===== src/rtl/xmem_pkg.sv =====
package xmem_pkg;

  typedef enum logic [1:0] {
    MM_ONCHIP     = 2'd0,
    MM_SPLIT      = 2'd1,
    MM_SPLIT_BANK = 2'd2,
    MM_OFFCHIP    = 2'd3
  } mem_mode_e;

  typedef enum logic [2:0] {
    PH_IDLE,
    PH_LOCAL,
    PH_ALE_HI,
    PH_ALE_LO,
    PH_SETUP,
    PH_STROBE,
    PH_HOLD
  } phase_e;

  // port byte roles on the shared pin vector
  localparam int PORT_CTL = 0;
  localparam int PORT_ALO = 1;
  localparam int PORT_AHI = 2;
  localparam int PORT_DAT = 3;
  localparam int NUM_PORTS = 4;

  // fixed control pins within the control byte
  localparam int CTL_WR_BIT  = 7;
  localparam int CTL_RD_BIT  = 6;
  localparam int CTL_ALE_BIT = 3;

endpackage


===== src/rtl/xmem_route.sv =====
module xmem_route
  import xmem_pkg::*;
#(
  parameter  int DATA_W = 8,
  localparam int ADDR_W = 2 * DATA_W
) (
  input  logic [1:0]        mode,
  input  logic [ADDR_W-1:0] boundary,
  input  logic [DATA_W-1:0] bank,
  input  logic [ADDR_W-1:0] cpu_addr,
  output logic              offchip,
  output logic [ADDR_W-1:0] bus_addr
);

  mem_mode_e mode_e;
  logic      above;

  assign mode_e = mem_mode_e'(mode);
  assign above  = (cpu_addr >= boundary);

  always_comb begin
    offchip  = 1'b0;
    bus_addr = cpu_addr;
    unique case (mode_e)
      MM_ONCHIP:     offchip = 1'b0;
      MM_SPLIT:      offchip = above;
      MM_SPLIT_BANK: begin
        offchip  = above;
        bus_addr = {bank, cpu_addr[DATA_W-1:0]};
      end
      MM_OFFCHIP:    offchip = 1'b1;
      default:       offchip = 1'b0;
    endcase
  end

endmodule


===== src/rtl/xmem_seq.sv =====
module xmem_seq
  import xmem_pkg::*;
#(
  parameter  int DATA_W   = 8,
  parameter  int STROBE_W = 2,
  localparam int ADDR_W   = 2 * DATA_W,
  localparam int CNT_W    = (STROBE_W > 1) ? $clog2(STROBE_W) : 1
) (
  input  logic              clk,
  input  logic              rst_n,
  input  logic              req_valid,
  input  logic              req_we,
  input  logic              req_mux,
  input  logic              req_offchip,
  input  logic [ADDR_W-1:0] req_addr,
  input  logic [DATA_W-1:0] req_wdata,
  input  logic [DATA_W-1:0] data_in,
  output logic              req_ready,
  output phase_e            phase,
  output logic              xfer_we,
  output logic              xfer_mux,
  output logic [ADDR_W-1:0] xfer_addr,
  output logic [DATA_W-1:0] xfer_wdata,
  output logic              rsp_valid,
  output logic              rsp_local,
  output logic [DATA_W-1:0] rsp_rdata
);

  localparam logic [CNT_W-1:0] STROBE_LAST = CNT_W'(STROBE_W - 1);

  phase_e            phase_q;
  logic [CNT_W-1:0]  cnt_q;
  logic              we_q;
  logic              mux_q;
  logic [ADDR_W-1:0] addr_q;
  logic [DATA_W-1:0] wdata_q;
  logic [DATA_W-1:0] rdata_q;

  always_ff @(posedge clk or negedge rst_n) begin
    if (!rst_n) begin
      phase_q <= PH_IDLE;
      cnt_q   <= '0;
      we_q    <= 1'b0;
      mux_q   <= 1'b0;
      addr_q  <= '0;
      wdata_q <= '0;
      rdata_q <= '0;
    end else begin
      unique case (phase_q)
        PH_IDLE: begin
          if (req_valid) begin
            we_q    <= req_we;
            mux_q   <= req_mux;
            addr_q  <= req_addr;
            wdata_q <= req_wdata;
            if (!req_offchip)  phase_q <= PH_LOCAL;
            else if (req_mux)  phase_q <= PH_ALE_HI;
            else               phase_q <= PH_SETUP;
          end
        end
        PH_LOCAL:  phase_q <= PH_IDLE;
        PH_ALE_HI: phase_q <= PH_ALE_LO;
        PH_ALE_LO, PH_SETUP: begin
          phase_q <= PH_STROBE;
          cnt_q   <= STROBE_LAST;
        end
        PH_STROBE: begin
          if (cnt_q == '0) begin
            phase_q <= PH_HOLD;
            if (!we_q) rdata_q <= data_in;
          end else begin
            cnt_q <= cnt_q - 1'b1;
          end
        end
        PH_HOLD:   phase_q <= PH_IDLE;
        default:   phase_q <= PH_IDLE;
      endcase
    end
  end

  assign phase      = phase_q;
  assign req_ready  = (phase_q == PH_IDLE);
  assign xfer_we    = we_q;
  assign xfer_mux   = mux_q;
  assign xfer_addr  = addr_q;
  assign xfer_wdata = wdata_q;
  assign rsp_valid  = (phase_q == PH_HOLD) || (phase_q == PH_LOCAL);
  assign rsp_local  = (phase_q == PH_LOCAL);
  assign rsp_rdata  = rdata_q;

endmodule


===== src/rtl/xmem_pinmux.sv =====
module xmem_pinmux
  import xmem_pkg::*;
#(
  parameter  int DATA_W = 8,
  localparam int ADDR_W = 2 * DATA_W,
  localparam int PINS_W = NUM_PORTS * DATA_W
) (
  input  phase_e            phase,
  input  logic              xfer_we,
  input  logic              xfer_mux,
  input  logic [ADDR_W-1:0] xfer_addr,
  input  logic [DATA_W-1:0] xfer_wdata,
  input  logic [PINS_W-1:0] port_latch,
  input  logic [PINS_W-1:0] port_drive,
  output logic [PINS_W-1:0] pin_out,
  output logic [PINS_W-1:0] pin_oe
);

  localparam int CTL_LSB = PORT_CTL * DATA_W;
  localparam int ALO_LSB = PORT_ALO * DATA_W;
  localparam int AHI_LSB = PORT_AHI * DATA_W;
  localparam int DAT_LSB = PORT_DAT * DATA_W;

  logic engaged;
  logic strobe;
  logic addr_cyc;

  assign engaged  = (phase != PH_IDLE) && (phase != PH_LOCAL);
  assign strobe   = (phase == PH_STROBE);
  assign addr_cyc = (phase == PH_ALE_HI) || (phase == PH_ALE_LO);

  always_comb begin
    pin_out = port_latch;
    pin_oe  = port_drive;
    if (engaged) begin
      // strobes, active low
      pin_out[CTL_LSB + CTL_WR_BIT] = ~(strobe & xfer_we);
      pin_oe [CTL_LSB + CTL_WR_BIT] = 1'b1;
      pin_out[CTL_LSB + CTL_RD_BIT] = ~(strobe & ~xfer_we);
      pin_oe [CTL_LSB + CTL_RD_BIT] = 1'b1;
      if (xfer_mux) begin
        pin_out[CTL_LSB + CTL_ALE_BIT] = (phase == PH_ALE_HI);
        pin_oe [CTL_LSB + CTL_ALE_BIT] = 1'b1;
      end
      // upper address byte
      pin_out[AHI_LSB +: DATA_W] = xfer_addr[ADDR_W-1:DATA_W];
      pin_oe [AHI_LSB +: DATA_W] = '1;
      // dedicated low address byte only without multiplexing
      if (!xfer_mux) begin
        pin_out[ALO_LSB +: DATA_W] = xfer_addr[DATA_W-1:0];
        pin_oe [ALO_LSB +: DATA_W] = '1;
      end
      // shared data byte
      if (xfer_mux && addr_cyc) begin
        pin_out[DAT_LSB +: DATA_W] = xfer_addr[DATA_W-1:0];
        pin_oe [DAT_LSB +: DATA_W] = '1;
      end else if (xfer_we) begin
        pin_out[DAT_LSB +: DATA_W] = xfer_wdata;
        pin_oe [DAT_LSB +: DATA_W] = '1;
      end else begin
        pin_oe [DAT_LSB +: DATA_W] = '0;
      end
    end
  end

endmodule


===== src/rtl/xmem_pin_bridge.sv =====
module xmem_pin_bridge
  import xmem_pkg::*;
#(
  parameter  int DATA_W   = 8,
  parameter  int STROBE_W = 2,
  localparam int ADDR_W   = 2 * DATA_W,
  localparam int PINS_W   = NUM_PORTS * DATA_W
) (
  input  logic              clk,
  input  logic              rst_n,
  input  logic              cfg_mux,
  input  logic [1:0]        cfg_mode,
  input  logic [ADDR_W-1:0] cfg_boundary,
  input  logic [DATA_W-1:0] cfg_bank,
  input  logic              req_valid,
  output logic              req_ready,
  input  logic              req_we,
  input  logic [ADDR_W-1:0] req_addr,
  input  logic [DATA_W-1:0] req_wdata,
  output logic              rsp_valid,
  output logic              rsp_local,
  output logic [DATA_W-1:0] rsp_rdata,
  input  logic [PINS_W-1:0] port_latch,
  input  logic [PINS_W-1:0] port_drive,
  input  logic [DATA_W-1:0] dbus_in,
  output logic [PINS_W-1:0] pin_out,
  output logic [PINS_W-1:0] pin_oe
);

  logic              route_off;
  logic [ADDR_W-1:0] route_addr;
  phase_e            phase;
  logic              xfer_we;
  logic              xfer_mux;
  logic [ADDR_W-1:0] xfer_addr;
  logic [DATA_W-1:0] xfer_wdata;

  xmem_route #(.DATA_W(DATA_W)) u_route (
    .mode     (cfg_mode),
    .boundary (cfg_boundary),
    .bank     (cfg_bank),
    .cpu_addr (req_addr),
    .offchip  (route_off),
    .bus_addr (route_addr)
  );

  xmem_seq #(.DATA_W(DATA_W), .STROBE_W(STROBE_W)) u_seq (
    .clk         (clk),
    .rst_n       (rst_n),
    .req_valid   (req_valid),
    .req_we      (req_we),
    .req_mux     (cfg_mux),
    .req_offchip (route_off),
    .req_addr    (route_addr),
    .req_wdata   (req_wdata),
    .data_in     (dbus_in),
    .req_ready   (req_ready),
    .phase       (phase),
    .xfer_we     (xfer_we),
    .xfer_mux    (xfer_mux),
    .xfer_addr   (xfer_addr),
    .xfer_wdata  (xfer_wdata),
    .rsp_valid   (rsp_valid),
    .rsp_local   (rsp_local),
    .rsp_rdata   (rsp_rdata)
  );

  xmem_pinmux #(.DATA_W(DATA_W)) u_pins (
    .phase      (phase),
    .xfer_we    (xfer_we),
    .xfer_mux   (xfer_mux),
    .xfer_addr  (xfer_addr),
    .xfer_wdata (xfer_wdata),
    .port_latch (port_latch),
    .port_drive (port_drive),
    .pin_out    (pin_out),
    .pin_oe     (pin_oe)
  );

endmodule


===== config.mk =====
export PLATFORM = sky130hd
export DESIGN_NAME = xmem_pin_bridge
export DESIGN_NICKNAME = d
export VERILOG_FILES = /design/src/rtl/xmem_pkg.sv /design/src/rtl/xmem_route.sv /design/src/rtl/xmem_seq.sv /design/src/rtl/xmem_pinmux.sv /design/src/rtl/xmem_pin_bridge.sv
export SDC_FILE = /design/constraint.sdc
export NUM_CORES = 1
export LEC_CHECK = 0
export BUFFER_PORTS_ARGS = -buffer_cell sky130_fd_sc_hd__buf_2
export CAP_MARGIN = 20
export CELL_PAD_IN_SITES_DETAIL_PLACEMENT = 1
export CELL_PAD_IN_SITES_GLOBAL_PLACEMENT = 2
export CORE_UTILIZATION = 19
export DETAILED_ROUTE_END_ITERATION = 6
export GPL_ROUTABILITY_DRIVEN = 1
export MAX_ROUTING_LAYER = met4
export PLACE_DENSITY = 0.82
export SLEW_MARGIN = 10
export SYNTH_ARGS = -nofsm -noshare
export SYNTH_HDL_FRONTEND = slang
export SYNTH_SLANG_ARGS = --single-unit

===== constraint.sdc =====
create_clock -name clk -period 1.7 [get_ports clk]
set_input_delay 0.17 -clock clk [delete_from_list [all_inputs] [get_ports clk]]
set_output_delay 0.17 -clock clk [all_outputs]
set_load 0.1 [all_outputs]

==> out/metrics.cfg <==
[worst_setup_path]
worst-setup-path-type=flop to primary output
cp-end-kind=primary output
r2r_start=u_seq.phase[2]
r2r-end=u_seq.xfer_addr[0]
required_ps=1530
reg2regPathDepth=5
path_max_fanout=5
worstPathArrival_ps=1770
r2r_slack_ps=10
worstSetupStartpointType=flop

[sta]
relSlewSlack=0.670
worst_slack_ps=-240
rsz0062_at_grt=true
finalSetupViolations=53
max_freq_mhz=515
hold_violations=0
period_minus_slack_ps=1940
finalMaxSlewViolations=0
fin_skew_ps=10.2
worst_pin_slew_ps=498
whs_ps=97.2
post-route-period-util=1.14

[floorplanning]
rows=43
coreArea_sq_um=14000
fp.dieH_microns=122
io_pins=202
initial_core_util=0.197
die_w_microns=122
dieArea_sq_um=15000

[placed_design]
dp_slack_ps=-126
gp_congestion=0.814
dpl.hpwl_microns=8880
port_buffers=181

[grt]
grt_overflow=0
grt_max_degree=38
met1_usage=0.174
grt_pass1_wl_microns=17400
antenna_found_initial=2
globalRouteTotalUtil=0.158
grt_pass1_vias=3203
met3_usage=0.0223
gr-max-usage-layer=met2
met2_usage=0.283

[yosys]
synth.cell_area_sq_um=2750
yosysMostFrequentCell=dfrtp_1
yosysSeqAreaShare=0.346
netlist_instances=292
synth-main-ff-cell=dfrtp_1
ys_seq_elements=38
synth_area_leaders=dfrtp_1 (35%), mux2_2 (15%), ha_1 (8.6%)
synth_top_cell_area_share=0.346
mappedNetlistNets=438
synthArstFlopShare=1.00
yosys-top-cells-count=dfrtp_1 (38), mux2_2 (37), nand2_1 (34)
yosysUniqueCellTypes=42
synth_enable_flop_cells=0
avgSynthCellArea_sq_um=9.42
yosysTopAreaCell=dfrtp_1
yosysWarningCount=0

[drt]
viasPerCell=4.36
num_vias=2927
drcViolationCount=0
drt_iter0_markers=59
drtPass1Iterations=4
wl_per_cell_microns=16.7
ant_nets=0
wirelength_microns=11200

[clock_network]
cts_htree_levels=2
tritoncts=done
cts_root_buf=clkbuf_16
cts_buffer_depth=2
clk_pin_slew_ps=60
cts.sinks=38
numCtsBuffers=5
clk_latency_ps=290

[hold_path]
min_path_type=input port to flop
whs_endpoint=u_seq.xfer_we
hp-start=req_we
hold_depth=3

[cells_and_area]
multi_input_area_sq_um=2080
syn2layout_area_growth_pct=107
nFillCells=1517
drive_gt1_frac=0.671
final_net_count=634
register_area_sq_um=955

[job]
cap_violations=0

[run_status]
violations=negative setup slack
status=finished, violations left

## state kept, by name, summed over array words and instances (netlist names)
signal and count:
u_seq.phase 3, u_seq.xfer_addr 16, u_seq.rsp_rdata 8, u_seq.xfer_wdata 8, u_seq.cnt_q 1, u_seq.xfer_we 1, u_seq.xfer_mux 1
## per-stage QoR
stage / std cells / utilization / TNS, ps / instance area [sq um]
after floorplan: 292 / - / -1730 / 3100
after global placement: 653 / 0.367 / -226 / 5140
after detailed placement: 653 / 0.367 / -391 / 5140
after CTS: 668 / 0.400 / -7160 / 5600
after global routing: 671 / 0.407 / -10870 / 5690
final: 671 / 0.407 / -8360 / 5690
## cells by family (layout without fill, tap and decap cells)
family / count (synthesis) / after routing / share of synthesized area
and+or+nand+nor: 83 / 83 / 0.153
DFF: 38 / 38 / 0.346
other: 0 / 2 / 0
adders and majority gates: 19 / 19 / 0.0864
buffers and inverters: 48 / 243 / 0.0864
AOI/OAI and AO/OA: 47 / 49 / 0.102
muxes: 57 / 57 / 0.226
## how the worst max path moves through the flow
stage	start	end	slack [ps]
after floorplan	u_seq.phase[2]	rsp_valid	-280
after global placement	req_addr[0]	u_seq.phase[2]	-100
after detailed placement	req_addr[0]	u_seq.phase[2]	-130
after CTS	u_seq.phase[2]	pin_out[12]	-210
after global routing	u_seq.phase[1]	pin_out[27]	-270
final	u_seq.phase[2]	pin_out[12]	-240
## per-layer routing
metal	part of all wire	vias to the layer above
met5	0	-
met4	0.026	0
met3	0.041	16
met2	0.54	99
met1	0.39	1420
li1	-	1392
## worst max-delay path, cell delays in order, from the launching register on
cell      delay [ps]
dfrtp_2          440
or2_4            290
nand2b_4         120
buf_12           140
mux2_4           320
buf_12           170
## layout make-up
type,instances,share of cell area
Timing Repair Buffer,213,0.383
Sequential cell,38,0.168
Clock buffer,7,0.0233
Clock inverter,1,0.00528
Multi-Input combinational cell,208,0.366
Tap cell,180,0.0396
Inverter,22,0.0145
Antenna cell,2,0.000880
## layout by cell type (no fill, tap or decap), types with 5 or more instances in the layout
cell / netlist / routed
nand2_2: 1 / 10
o21ai_4: 0 / 8
mux2i_1: 16 / 11
ha_1: 19 / 19
nand2_1: 34 / 16
buf_4: 13 / 15
nand2_8: 0 / 8
buf_2: 7 / 124
or3_4: 0 / 10
buf_12: 0 / 68
mux2_2: 37 / 28
a21oi_1: 16 / 15
dfrtp_1: 38 / 35
inv_1: 22 / 22
clkbuf_16: 0 / 5
nand2b_4: 0 / 9
o21ai_0: 14 / 6
nor2_1: 14 / 10
mux2i_2: 0 / 5
mux2_4: 0 / 9
## timing repair
item	4_1_cts	5_1_grt
endpoints found under the hold margin	38	0
setup endpoints to repair	59	75
resized for setup	53	25
pin swaps	5	4
cloned	3	1
buffers inserted	6	1
hold buffers	1	0
Power is left out: the tool's default activity adds up to more than one toggle a clock period on the data nets, which glitch-free logic cannot reach.
